`src/rtl/uart_rx_pkg.sv`:
```
package uart_rx_pkg;

    typedef enum logic [1:0] {
        PAR_EVEN  = 2'd0,
        PAR_ODD   = 2'd1,
        PAR_MARK  = 2'd2,
        PAR_SPACE = 2'd3
    } par_mode_e;

    typedef enum logic [2:0] {
        ST_IDLE,
        ST_START,
        ST_DATA,
        ST_NINTH,
        ST_STOP1,
        ST_STOP2
    } rx_state_e;

    typedef struct packed {
        logic [1:0] len;
        logic       par_en;
        par_mode_e  par_mode;
        logic       extra_en;
        logic       two_stop;
        logic       mp_en;
    } rx_cfg_t;

    localparam int MIN_DATA_BITS = 5;

endpackage

```
`src/rtl/rx_sync.sv`:
```
module rx_sync #(
    parameter int STAGES = 2
) (
    input  logic clk,
    input  logic rst_n,
    input  logic din,
    output logic dout
);
    logic [STAGES-1:0] sh_d, sh_q;

    always_comb begin
        sh_d[0] = din;
        for (int i = 1; i < STAGES; i++) begin
            sh_d[i] = sh_q[i-1];
        end
    end

    always_ff @(posedge clk or negedge rst_n) begin
        if (!rst_n) sh_q <= '1;
        else        sh_q <= sh_d;
    end

    assign dout = sh_q[STAGES-1];
endmodule

```
`src/rtl/rx_parity_calc.sv`:
```
module rx_parity_calc
    import uart_rx_pkg::*;
#(
    parameter int DW = 8
) (
    input  logic [DW-1:0] data,
    input  par_mode_e     mode,
    output logic          exp_bit
);
    always_comb begin
        case (mode)
            PAR_EVEN:  exp_bit = ^data;
            PAR_ODD:   exp_bit = ~^data;
            PAR_MARK:  exp_bit = 1'b1;
            default:   exp_bit = 1'b0;
        endcase
    end
endmodule

```
`src/rtl/rx_frame_ctrl.sv`:
```
module rx_frame_ctrl
    import uart_rx_pkg::*;
#(
    parameter int DW  = 8,
    parameter int OSR = 16
) (
    input  logic          clk,
    input  logic          rst_n,
    input  logic          tick,
    input  logic          rx,
    input  rx_cfg_t       cfg_i,
    input  logic          exp_par_i,
    output logic [DW-1:0] shreg_o,
    output par_mode_e     par_mode_o,
    output logic [DW-1:0] data_o,
    output logic          extra_o,
    output logic          valid_o,
    output logic          perr_o,
    output logic          ferr_o
);
    localparam int CNT_W = $clog2(OSR);
    localparam int IDX_W = $clog2(DW);
    localparam logic [CNT_W-1:0] MID_TICK  = CNT_W'(OSR / 2 - 1);
    localparam logic [CNT_W-1:0] LAST_TICK = CNT_W'(OSR - 1);

    typedef struct packed {
        rx_state_e        st;
        logic [CNT_W-1:0] cnt;
        logic [IDX_W-1:0] idx;
        logic [DW-1:0]    sh;
        logic             ninth;
        rx_cfg_t          cfg;
        logic             prev;
        logic             kept;
        logic [DW-1:0]    dout;
        logic             xout;
        logic             valid;
        logic             perr;
        logic             ferr;
    } ctrl_t;

    ctrl_t q, n;

    logic             bit_tick;
    logic             has9;
    logic             drop;
    logic [IDX_W-1:0] last_idx;

    assign bit_tick = tick && (q.cnt == LAST_TICK);
    assign has9     = q.cfg.par_en | q.cfg.extra_en;
    assign drop     = q.cfg.mp_en & has9 & ~q.ninth;
    assign last_idx = IDX_W'(MIN_DATA_BITS - 1) + IDX_W'(q.cfg.len);

    always_comb begin
        n       = q;
        n.valid = 1'b0;
        n.perr  = 1'b0;
        n.ferr  = 1'b0;
        n.prev  = rx;
        case (q.st)
            ST_IDLE: begin
                if (q.prev && !rx) begin
                    n.st    = ST_START;
                    n.cnt   = '0;
                    n.idx   = '0;
                    n.sh    = '0;
                    n.ninth = 1'b0;
                    n.cfg   = cfg_i;
                end
            end
            ST_START: begin
                if (tick) begin
                    if (q.cnt == MID_TICK) begin
                        n.cnt = '0;
                        n.st  = rx ? ST_IDLE : ST_DATA;
                    end else begin
                        n.cnt = q.cnt + 1'b1;
                    end
                end
            end
            ST_DATA: begin
                if (bit_tick) begin
                    n.cnt       = '0;
                    n.sh[q.idx] = rx;
                    if (q.idx == last_idx) begin
                        n.st = has9 ? ST_NINTH : ST_STOP1;
                    end else begin
                        n.idx = q.idx + 1'b1;
                    end
                end else if (tick) begin
                    n.cnt = q.cnt + 1'b1;
                end
            end
            ST_NINTH: begin
                if (bit_tick) begin
                    n.cnt   = '0;
                    n.ninth = rx;
                    n.st    = ST_STOP1;
                end else if (tick) begin
                    n.cnt = q.cnt + 1'b1;
                end
            end
            ST_STOP1: begin
                if (bit_tick) begin
                    n.cnt  = '0;
                    n.kept = ~drop;
                    if (!drop) begin
                        n.valid = 1'b1;
                        n.dout  = q.sh;
                        n.xout  = has9 & q.ninth;
                        n.perr  = q.cfg.par_en & (q.ninth ^ exp_par_i);
                        n.ferr  = ~rx;
                    end
                    n.st = (q.cfg.two_stop && q.cfg.len != 2'd0) ? ST_STOP2 : ST_IDLE;
                end else if (tick) begin
                    n.cnt = q.cnt + 1'b1;
                end
            end
            ST_STOP2: begin
                if (bit_tick) begin
                    n.cnt  = '0;
                    n.ferr = q.kept & ~rx;
                    n.st   = ST_IDLE;
                end else if (tick) begin
                    n.cnt = q.cnt + 1'b1;
                end
            end
            default: n.st = ST_IDLE;
        endcase
    end

    always_ff @(posedge clk or negedge rst_n) begin
        if (!rst_n) begin
            q      <= '0;
            q.st   <= ST_IDLE;
            q.prev <= 1'b1;
        end else begin
            q <= n;
        end
    end

    assign shreg_o    = q.sh;
    assign par_mode_o = q.cfg.par_mode;
    assign data_o     = q.dout;
    assign extra_o    = q.xout;
    assign valid_o    = q.valid;
    assign perr_o     = q.perr;
    assign ferr_o     = q.ferr;

    // an unconfirmed start bit ends in idle with no delivery
    assert_start_abort_R2: assert property (@(posedge clk) disable iff (!rst_n)
        (q.st == ST_START && tick && q.cnt == MID_TICK && rx) |=> (q.st == ST_IDLE && !valid_o));

    // no bit above the configured length is ever delivered
    assert_upper_zero_R3: assert property (@(posedge clk) disable iff (!rst_n)
        valid_o |-> ((data_o >> (MIN_DATA_BITS + int'(q.cfg.len))) == '0));

    // a parity error only accompanies a delivery with parity on
    assert_perr_context_R4: assert property (@(posedge clk) disable iff (!rst_n)
        perr_o |-> (valid_o && q.cfg.par_en));

    // without a ninth bit the extra output reads zero on delivery
    assert_extra_zero_R5: assert property (@(posedge clk) disable iff (!rst_n)
        (valid_o && !q.cfg.par_en && !q.cfg.extra_en) |-> !extra_o);

    // a framing pulse without a strobe comes only from the second stop bit
    assert_lone_ferr_R7: assert property (@(posedge clk) disable iff (!rst_n)
        (ferr_o && !valid_o) |-> ($past(q.st) == ST_STOP2));

    // in multiprocessor mode only address characters are delivered
    assert_mp_filter_R8: assert property (@(posedge clk) disable iff (!rst_n)
        (valid_o && q.cfg.mp_en && (q.cfg.par_en || q.cfg.extra_en)) |-> extra_o);

    // the delivery strobe lasts one clock
    assert_valid_pulse_R9: assert property (@(posedge clk) disable iff (!rst_n)
        valid_o |=> !valid_o);
endmodule

```
`src/rtl/uart_frame_rx.sv`:
```
module uart_frame_rx
    import uart_rx_pkg::*;
#(
    parameter int DATA_W      = 8,
    parameter int OSR         = 16,
    parameter int SYNC_STAGES = 2
) (
    input  logic              clk,
    input  logic              rst_n,
    input  logic              tick_16x,
    input  logic              rx_in,
    input  logic [1:0]        cfg_len,
    input  logic              cfg_par_en,
    input  logic [1:0]        cfg_par_mode,
    input  logic              cfg_extra_en,
    input  logic              cfg_two_stop,
    input  logic              cfg_mp_en,
    output logic [DATA_W-1:0] rx_data,
    output logic              rx_extra,
    output logic              rx_valid,
    output logic              err_parity,
    output logic              err_frame
);
    logic              rx_s;
    rx_cfg_t           cfg;
    logic [DATA_W-1:0] shreg;
    par_mode_e         par_mode;
    logic              exp_par;

    always_comb begin
        cfg.len      = cfg_len;
        cfg.par_en   = cfg_par_en;
        cfg.par_mode = par_mode_e'(cfg_par_mode);
        cfg.extra_en = cfg_extra_en;
        cfg.two_stop = cfg_two_stop;
        cfg.mp_en    = cfg_mp_en;
    end

    rx_sync #(.STAGES(SYNC_STAGES)) u_sync (
        .clk  (clk),
        .rst_n(rst_n),
        .din  (rx_in),
        .dout (rx_s)
    );

    rx_parity_calc #(.DW(DATA_W)) u_par (
        .data   (shreg),
        .mode   (par_mode),
        .exp_bit(exp_par)
    );

    rx_frame_ctrl #(.DW(DATA_W), .OSR(OSR)) u_ctrl (
        .clk       (clk),
        .rst_n     (rst_n),
        .tick      (tick_16x),
        .rx        (rx_s),
        .cfg_i     (cfg),
        .exp_par_i (exp_par),
        .shreg_o   (shreg),
        .par_mode_o(par_mode),
        .data_o    (rx_data),
        .extra_o   (rx_extra),
        .valid_o   (rx_valid),
        .perr_o    (err_parity),
        .ferr_o    (err_frame)
    );
endmodule

```
`config.mk`:
```
export PLATFORM = sky130hd
export DESIGN_NAME = uart_frame_rx
export DESIGN_NICKNAME = d
export VERILOG_FILES = /design/src/rtl/uart_rx_pkg.sv /design/src/rtl/rx_sync.sv /design/src/rtl/rx_parity_calc.sv /design/src/rtl/rx_frame_ctrl.sv /design/src/rtl/uart_frame_rx.sv
export SDC_FILE = /design/constraint.sdc
export NUM_CORES = 1
export LEC_CHECK = 0
export BUFFER_PORTS_ARGS = -buffer_cell sky130_fd_sc_hd__buf_2
export CAP_MARGIN = 20
export CORE_ASPECT_RATIO = 0.75
export CORE_MARGIN = 5
export CORE_UTILIZATION = 45
export DETAILED_ROUTE_END_ITERATION = 16
export HOLD_SLACK_MARGIN = 0.02
export PLACE_DENSITY = 0.72
export SLEW_MARGIN = 20
export SYNTH_ARGS = -nofsm -noshare
export SYNTH_HDL_FRONTEND = slang
export SYNTH_SLANG_ARGS = --single-unit
```
`constraint.sdc`:
```
create_clock -name clk -period 2.3 [get_ports clk]
set_input_delay 0.23 -clock clk [delete_from_list [all_inputs] [get_ports clk]]
set_output_delay 0.23 -clock clk [all_outputs]
set_load 0.02 [all_outputs]
```
==> results of run 1 <==
-- power groups by stage --
stage | Sequential (W) | Clock, W | Combinational, W
after detailed placement | 0.00115 | 0 | 0.000670
after CTS | 0.00113 | 0.000516 | 0.000673
after floorplan | 0.00104 | 0 | 0.000632
after global placement | 0.00114 | 0 | 0.000652
after global routing | 0.00117 | 0.000552 | 0.000756
final | 0.00113 | 0.000509 | 0.000666
-- critical path: stages (launching register included) --
cell     delay [ns]
dfrtp_1        0.42
ha_1           0.25
and4_1         0.28
and3_1         0.22
o21ai_2        0.22
inv_1          0.15
a31oi_1        0.18
nor3_1         0.08
-- worst paths after layout --
path | from | to | slack (ns) | cells past startpoint
setup reg to reg | u_ctrl.q[34]$_DFFE_PN0P_ | u_ctrl.ferr_o$_DFF_PN0_ | 0.40 | 7
min in group clk | cfg_par_mode[0] | u_ctrl.par_mode_o[0]$_DFFE_PN0P_ | 0.14 | 2
hold / removal | rst_n | u_ctrl.shreg_o[6]$_DFFE_PN0P_ | 0.06 | 1
setup / recovery | u_ctrl.q[34]$_DFFE_PN0P_ | u_ctrl.ferr_o$_DFF_PN0_ | 0.40 | 7
max in group asynchronous | rst_n | u_ctrl.q[34]$_DFFE_PN0P_ | 1.66 | 1
hold reg to reg | u_sync.sh_q[0]$_DFF_PN1_ | u_sync.sh_q[1]$_DFF_PN1_ | 0.36 | 0
-- metrics by stage --
stage,hold WS [ns],total power [W],area [µm²],setup WS (ns),utilization
floorplan,-0.0656,0.00167,2230,0.530,-
finish,0.0602,0.00231,2400,0.405,0.496
detailed placement,0.339,0.00182,2300,0.423,0.475
global route,0.144,0.00248,2400,0.233,0.496
CTS,0.0833,0.00232,2400,0.412,0.496
global placement,0.336,0.00179,2300,0.471,0.475
-- final cells by class --
cell class	count	area, µm²
fillers	456	2440
flip-flops and latches	43	1080
multi-input cells	139	1010
repair buffers	24	125
well taps	60	75.1
clock buffers	5	68.8
inverters	7	26.3
clock inverters	3	23.8
-- repair_timing --
item                      in CTS  in global routing
hold buffers                   1                  0
buffers inserted               0                  0
hold endpoints to repair       1                  0
-- sequential cells by signal (all words and copies together) (netlist names) --
name and count:
u_ctrl.data_o 8, u_ctrl.extra_o 1, u_ctrl.ferr_o 1, u_ctrl.par_mode_o 2, u_ctrl.perr_o 1, u_ctrl.q 19, u_ctrl.shreg_o 8, u_ctrl.valid_o 1
u_sync.sh_q 2
-- layout by cell type (no fill, tap or decap), types with 2 or more instances in the layout --
cell / n
mux2i_1: 2
o311ai_0: 2
nand4_1: 2
nor2b_1: 2
a32o_1: 3
inv_1: 7
nand2b_1: 2
nor3_4: 2
nand2_1: 20
mux2_2: 18
nor3_2: 2
xnor2_1: 9
dfstp_2: 3
clkbuf_8: 5
xor2_1: 3
nor3_1: 4
clkinvlp_4: 2
ha_1: 2
buf_2: 23
dfrtp_1: 40
nand3_1: 10
a21oi_1: 5
nor2_1: 10
o21ai_0: 15
-- per-layer routing --
metal,part of all wire,routed length [µm],vias up,GRT usage
li1,-,-,748,-
met1,0.50,2260,774,0.227
met2,0.42,1890,41,0.221
met3,0.063,283,5,0.0414
met4,0.010,46,0,0.0440
met5,0,0,-,0
-- cells by family after synthesis --
group,after synthesis,synth area share
AOI/OAI and AO/OA,40,0.124
muxes,20,0.100
DFF,43,0.485
and+or+nand+nor,65,0.170
buffers and inverters,24,0.0635
adders and majority gates,2,0.0112
xor gates and xnor gates,12,0.0472
==> impl_summary.log, run 1 <==
INFO  metric synth_seq_area_share = 0.485
INFO  metric detailedRoute.firstPassIterationCount = 4
INFO  metric drc_errors = 0
INFO  metric cts_buffers = 5
INFO  metric finalHoldViolCount = 0
INFO  metric first_pass_grt_wire_length = ~8000 µm
INFO  metric drt_iter0_markers = just over 80
INFO  metric cts_tree = done
INFO  metric grt_start_max_net_pins = 44
INFO  metric unrepaired_setup_endpoints_after_global_routing = false
INFO  metric peakVddDrop = ~0.00056 V
INFO  metric coreArea = slightly below 0.005 mm²
INFO  metric total_negative_setup_slack = 0 ns
INFO  metric timing.critical_path.arrival = about 2.1 ns
INFO  metric yosysWarnings = 0
INFO  metric cp-start-kind = register
INFO  metric path_clk_slew = ~0.090 ns
INFO  metric setup.worst_path.end_class = register
INFO  metric finClkSkew = 0.00808 ns
INFO  metric avgViaCountPerCell = 5.58
INFO  metric synth_top_cell_by_area = dfrtp_1
INFO  metric maxCapViolations = 0
INFO  metric post_cts_resized = 0
INFO  metric post-place-cells = 272
INFO  metric port_buffers = 23
INFO  metric run_status = complete, no violations
INFO  metric fmaxAchievable = ~530 MHz
INFO  metric synthArstFlopShare = 1.00
INFO  metric area_growth = 7.98%
INFO  metric synth_top_cells_by_count = dfrtp_1 (40), nand2_1 (20), mux2_2 (18)
INFO  metric io_pins = 24
INFO  metric avgSynthCellArea = 10.8 µm²
INFO  metric cts.sinks = 43
INFO  metric fin_cells = around 280
INFO  metric cts.root.buffer_cell = clkbuf_8
INFO  metric cts.path.max_buffers = 2
INFO  metric finalWorstPathRequiredPeriod = ~1.9 ns
INFO  metric slew_headroom = 0.370
INFO  metric switching_share_of_power = 0.370
INFO  metric grt_util_overall = 0.154
INFO  metric layout-drive-gt1-share = 0.290
INFO  metric synthDominantCellAreaShare = 0.449
INFO  metric gp_congestion = 0.782
INFO  metric report.final.setup_viol = 0
INFO  metric grt.overflow.total = 0
INFO  metric worstMarginPinSlew = about 0.94 ns
INFO  metric crit_type = reg -> reg
INFO  metric power_report.internal_total = roughly 0.0015 W
INFO  metric ys_dominant_reg_cell = dfrtp_1
INFO  metric synthesis.instances = ~210
INFO  metric synth-edff-count = 0
INFO  metric diodes = 0
INFO  metric routed_wire_length_per_instance = roughly 16 µm
INFO  metric initial_antenna_violation_count = 0
INFO  metric dpl.hpwl = roughly 3200 µm
INFO  metric post-synth-top-count-cell = dfrtp_1
INFO  metric comb_power_share = 0.289
INFO  metric floorplan.initialDensity = 0.460
INFO  metric number_of_global_route_vias_before_repair = 1578
INFO  metric post_synth_instance_area = between 0.002 and 0.0025 mm²
INFO  metric critical_path_fanout_max = 10
INFO  metric final_period_utilization = 0.824
INFO  metric clk-insertion-delay-late = 0.31 ns
INFO  metric p_per_area = 960 mW/mm²
INFO  metric die_x = 91.2 µm
INFO  metric power_frac_seq = 0.491
INFO  metric number_of_nets_in_the_layout = about 230
INFO  metric mappedNetlistNets = 220
INFO  metric share_clk_of_total_power = 0.220
INFO  metric synth_cell_type_count = 51
INFO  metric netSwitchingPower = 0.000855 W
INFO  metric ctsHtreeMaxLevel = 2
INFO  metric finalMaxSlewViolations = 0
INFO  metric drt_wl_total = 4480 µm
INFO  metric critical_path_rt = about 2.5 ns
INFO  metric yosys_register_bits = 43
INFO  metric placement_rows = 22
INFO  metric reported_leakage_power = between 1 and 1.5 nW
INFO  metric synth_top_cells_by_area = dfrtp_1 (45%), mux2_2 (9.1%), dfstp_2 (3.5%)
INFO  metric hp-class = in -> async
INFO  metric final_antenna_net_count = 0
INFO  metric die_area = around 0.0065 mm²
INFO  metric vias = between 1500 and 2000
INFO  metric fp.dieH = 70.9 µm
(Power assumes the default switching activity.)
==> run 2: changes to the inputs <==
- clock period: 2.3 -> 1.8 ns (I/O delays scaled with it)
==> impl_summary.log, run 2 (synthesized netlist as in run 1, its figures left out) <==
INFO  metric run_status = complete, no violations
INFO  metric critical_path_fanout_max = 17
INFO  metric cts_buffers = 5
INFO  metric placed_cell_area = about 0.0024 mm²
INFO  metric cts.root.buffer_cell = clkbuf_8
INFO  metric final_util = 0.543
INFO  metric share_clk_of_total_power = 0.189
INFO  metric largest_register = u_ctrl.q
INFO  metric post-place-cells = approximately 290
INFO  metric diodes = 0
INFO  metric mostFrequentLayoutCell = dfrtp_1
INFO  metric initial_antenna_violation_count = 0
INFO  metric drt_iter0_markers = around 110
INFO  metric unrepaired_setup_endpoints_after_global_routing = true
INFO  metric cells_on_worst_reg2reg_path = 4
INFO  metric final_antenna_net_count = 0
INFO  metric cts.path.max_buffers = 2
INFO  metric port_buffers = 23
INFO  metric cts_tree = done
INFO  metric setup.worst_path.end_class = register
INFO  metric first_pass_grt_wire_length = 7750 µm
INFO  metric largest_reg_flops = 19
INFO  metric finalHoldViolCount = 0
INFO  metric layout_setup_ws = between 0.07 and 0.08 ns
INFO  metric cp-start-kind = register
INFO  metric avgViaCountPerCell = between 5 and 6
INFO  metric io_pins = 24
INFO  metric power_frac_seq = 0.446
INFO  metric rr_endpoint = u_ctrl.shreg_o[7]$_DFFE_PN0P_
INFO  metric path_clk_slew = about 0.08 ns
INFO  metric fin_cells = 304
INFO  metric timing.critical_path.arrival = approximately 1.9 ns
INFO  metric list_of_cells_traversed_by_the_critical_path = nor3_2 > nand2_2 > o311a_1 > a31o_1
INFO  metric die_x = 91.2 µm
INFO  metric layout-drive-gt1-share = 0.381
INFO  metric ctsHtreeMaxLevel = 2
INFO  metric area_growth = 18.1%
INFO  metric comb_power_share = 0.365
INFO  metric reported_leakage_power = roughly 1.2 nW
INFO  metric slew_headroom = 0.650
INFO  metric mostFrequentLayoutCells = dfrtp_1 (38), buf_2 (23), buf_4 (19)
INFO  metric grt.overflow.total = 0
INFO  metric coreArea = 0.00484 mm²
INFO  metric maxCapViolations = 0
INFO  metric grt_start_max_net_pins = 23
INFO  metric critical_path_rt = 1.99 ns
INFO  metric drc_errors = 0
INFO  metric finalWorstPathRequiredPeriod = approximately 1.7 ns
INFO  metric report.final.setup_viol = 0
INFO  metric netSwitchingPower = between 0.001 and 0.0015 W
INFO  metric power_report.internal_total = ~0.0020 W
INFO  metric grt_util_overall = 0.147
INFO  metric peakVddDrop = 0.000766 V
INFO  metric switching_share_of_power = 0.354
INFO  metric worstMarginPinSlew = ~0.53 ns
INFO  metric setup.worst_path.start = u_ctrl.q[38]$_DFFE_PN0P_
INFO  metric min_to = u_ctrl.par_mode_o[1]$_DFFE_PN0P_
INFO  metric crit-reg2reg-launch = u_ctrl.q[38]$_DFFE_PN0P_
INFO  metric finClkSkew = 0.00373 ns
INFO  metric p_per_area = ~1200 mW/mm²
INFO  metric drt_wl_total = 4460 µm
INFO  metric placement_rows = 22
INFO  metric dpl.hpwl = 3310 µm
INFO  metric final_period_utilization = 0.960
INFO  metric number_of_global_route_vias_before_repair = 1598
INFO  metric slack_of_the_worst_reg_to_reg_path = about 0.073 ns
INFO  metric gp_congestion = 0.839
INFO  metric worst_hold_startpoint = cfg_par_mode[1]
INFO  metric biggest_cell_delay_along_the_critical_path = approximately 0.54 ns
INFO  metric vias = approximately 1600
INFO  metric hp-class = in -> reg
INFO  metric clk-insertion-delay-late = between 0.2 and 0.3 ns
INFO  metric holdPathStages = 2
INFO  metric finalMaxSlewViolations = 0
INFO  metric cts.sinks = 43
INFO  metric die_area = 0.00647 mm²
INFO  metric timing.critical_path.slowest_stage_cell = dfrtp_1
INFO  metric placement.setup.worst_slack = around 0.037 ns
INFO  metric fmaxAchievable = between 500 and 600 MHz
INFO  metric number_of_nets_in_the_layout = 257
INFO  metric floorplan.initialDensity = 0.460
INFO  metric postLayoutCellArea = 0.00263 mm²
INFO  metric fp.dieH = roughly 71 µm
INFO  metric crit_type = reg -> reg
INFO  metric detailedRoute.firstPassIterationCount = 4
INFO  metric routed_wire_length_per_instance = ~15 µm
-- run 2: cell count changes in the layout (fill, tap and decap cells not counted), sizes merged --
cell and change:
buf +22, clkinvlp -1, clkinv +1, dlygate4sd3 +1, clkbuf +1, inv -1
-- run 2: through the flow --
step / total power, W / hold slack (ns) / setup TNS [ns]
3_5_place_dp: 0.00242 / 0.186 / 0
4_1_cts: 0.00303 / 0.106 / 0
3_3_place_gp: 0.00240 / 0.180 / 0
5_1_grt: 0.00340 / 0.110 / -0.0865
6_report: 0.00317 / 0.113 / 0
2_1_floorplan: 0.00213 / -0.116 / 0
-- run 2: routing by layer --
metal / up-vias / GRT usage / part of all wire
met3: 4 / 0.0425 / 0.068
li1: 801 / - / -
met2: 46 / 0.213 / 0.42
met1: 796 / 0.217 / 0.50
met5: - / 0 / 0
met4: 0 / 0.0391 / 0.0083
-- run 2: repair_timing --
| action | CTS | global route |
|---|---|---|
| endpoints found under the hold margin | 19 | 0 |
| buffers inserted | 0 | 7 |
| resized for setup | 0 | 13 |
| endpoints found under the setup margin | 0 | 21 |
| hold buffers | 2 | 0 |
-- run 2: how the worst max path moves through the flow --
stage                                    endpoint  cells after the start
global placement          u_ctrl.ferr_o$_DFF_PN0_                      6
finish              u_ctrl.shreg_o[7]$_DFFE_PN0P_                      4
global route        u_ctrl.shreg_o[7]$_DFFE_PN0P_                      8
CTS                  u_ctrl.data_o[0]$_DFFE_PN0P_                      5
detailed placement   u_ctrl.data_o[0]$_DFFE_PN0P_                      5
floorplan            u_ctrl.data_o[0]$_DFFE_PN0P_                      6
-- run 2: layout make-up --
type                    count  area [µm²]
well taps                  60        75.1
clock inverters             2        12.5
clock buffers               6        72.6
repair buffers             47         320
fillers                   425        2210
multi-input cells         139        1040
inverters                   7        26.3
flip-flops and latches     43        1080
-- run 2: critical path: cells and delay by family (launching register included) --
kind             cells  cell delay (ns)
flip-flops           1             0.54
AO/OA/AOI/OAI        2             0.39
AND/OR/NAND/NOR      2             0.69
-- run 2: power by group through the flow --
stage | Combinational (W) | Clock (W) | Sequential, W
2_1_floorplan | 0.000807 | 0 | 0.00132
3_3_place_gp | 0.000984 | 0 | 0.00142
3_5_place_dp | 0.00100 | 0 | 0.00142
4_1_cts | 0.00101 | 0.000617 | 0.00141
5_1_grt | 0.00129 | 0.000666 | 0.00144
6_report | 0.00116 | 0.000598 | 0.00141
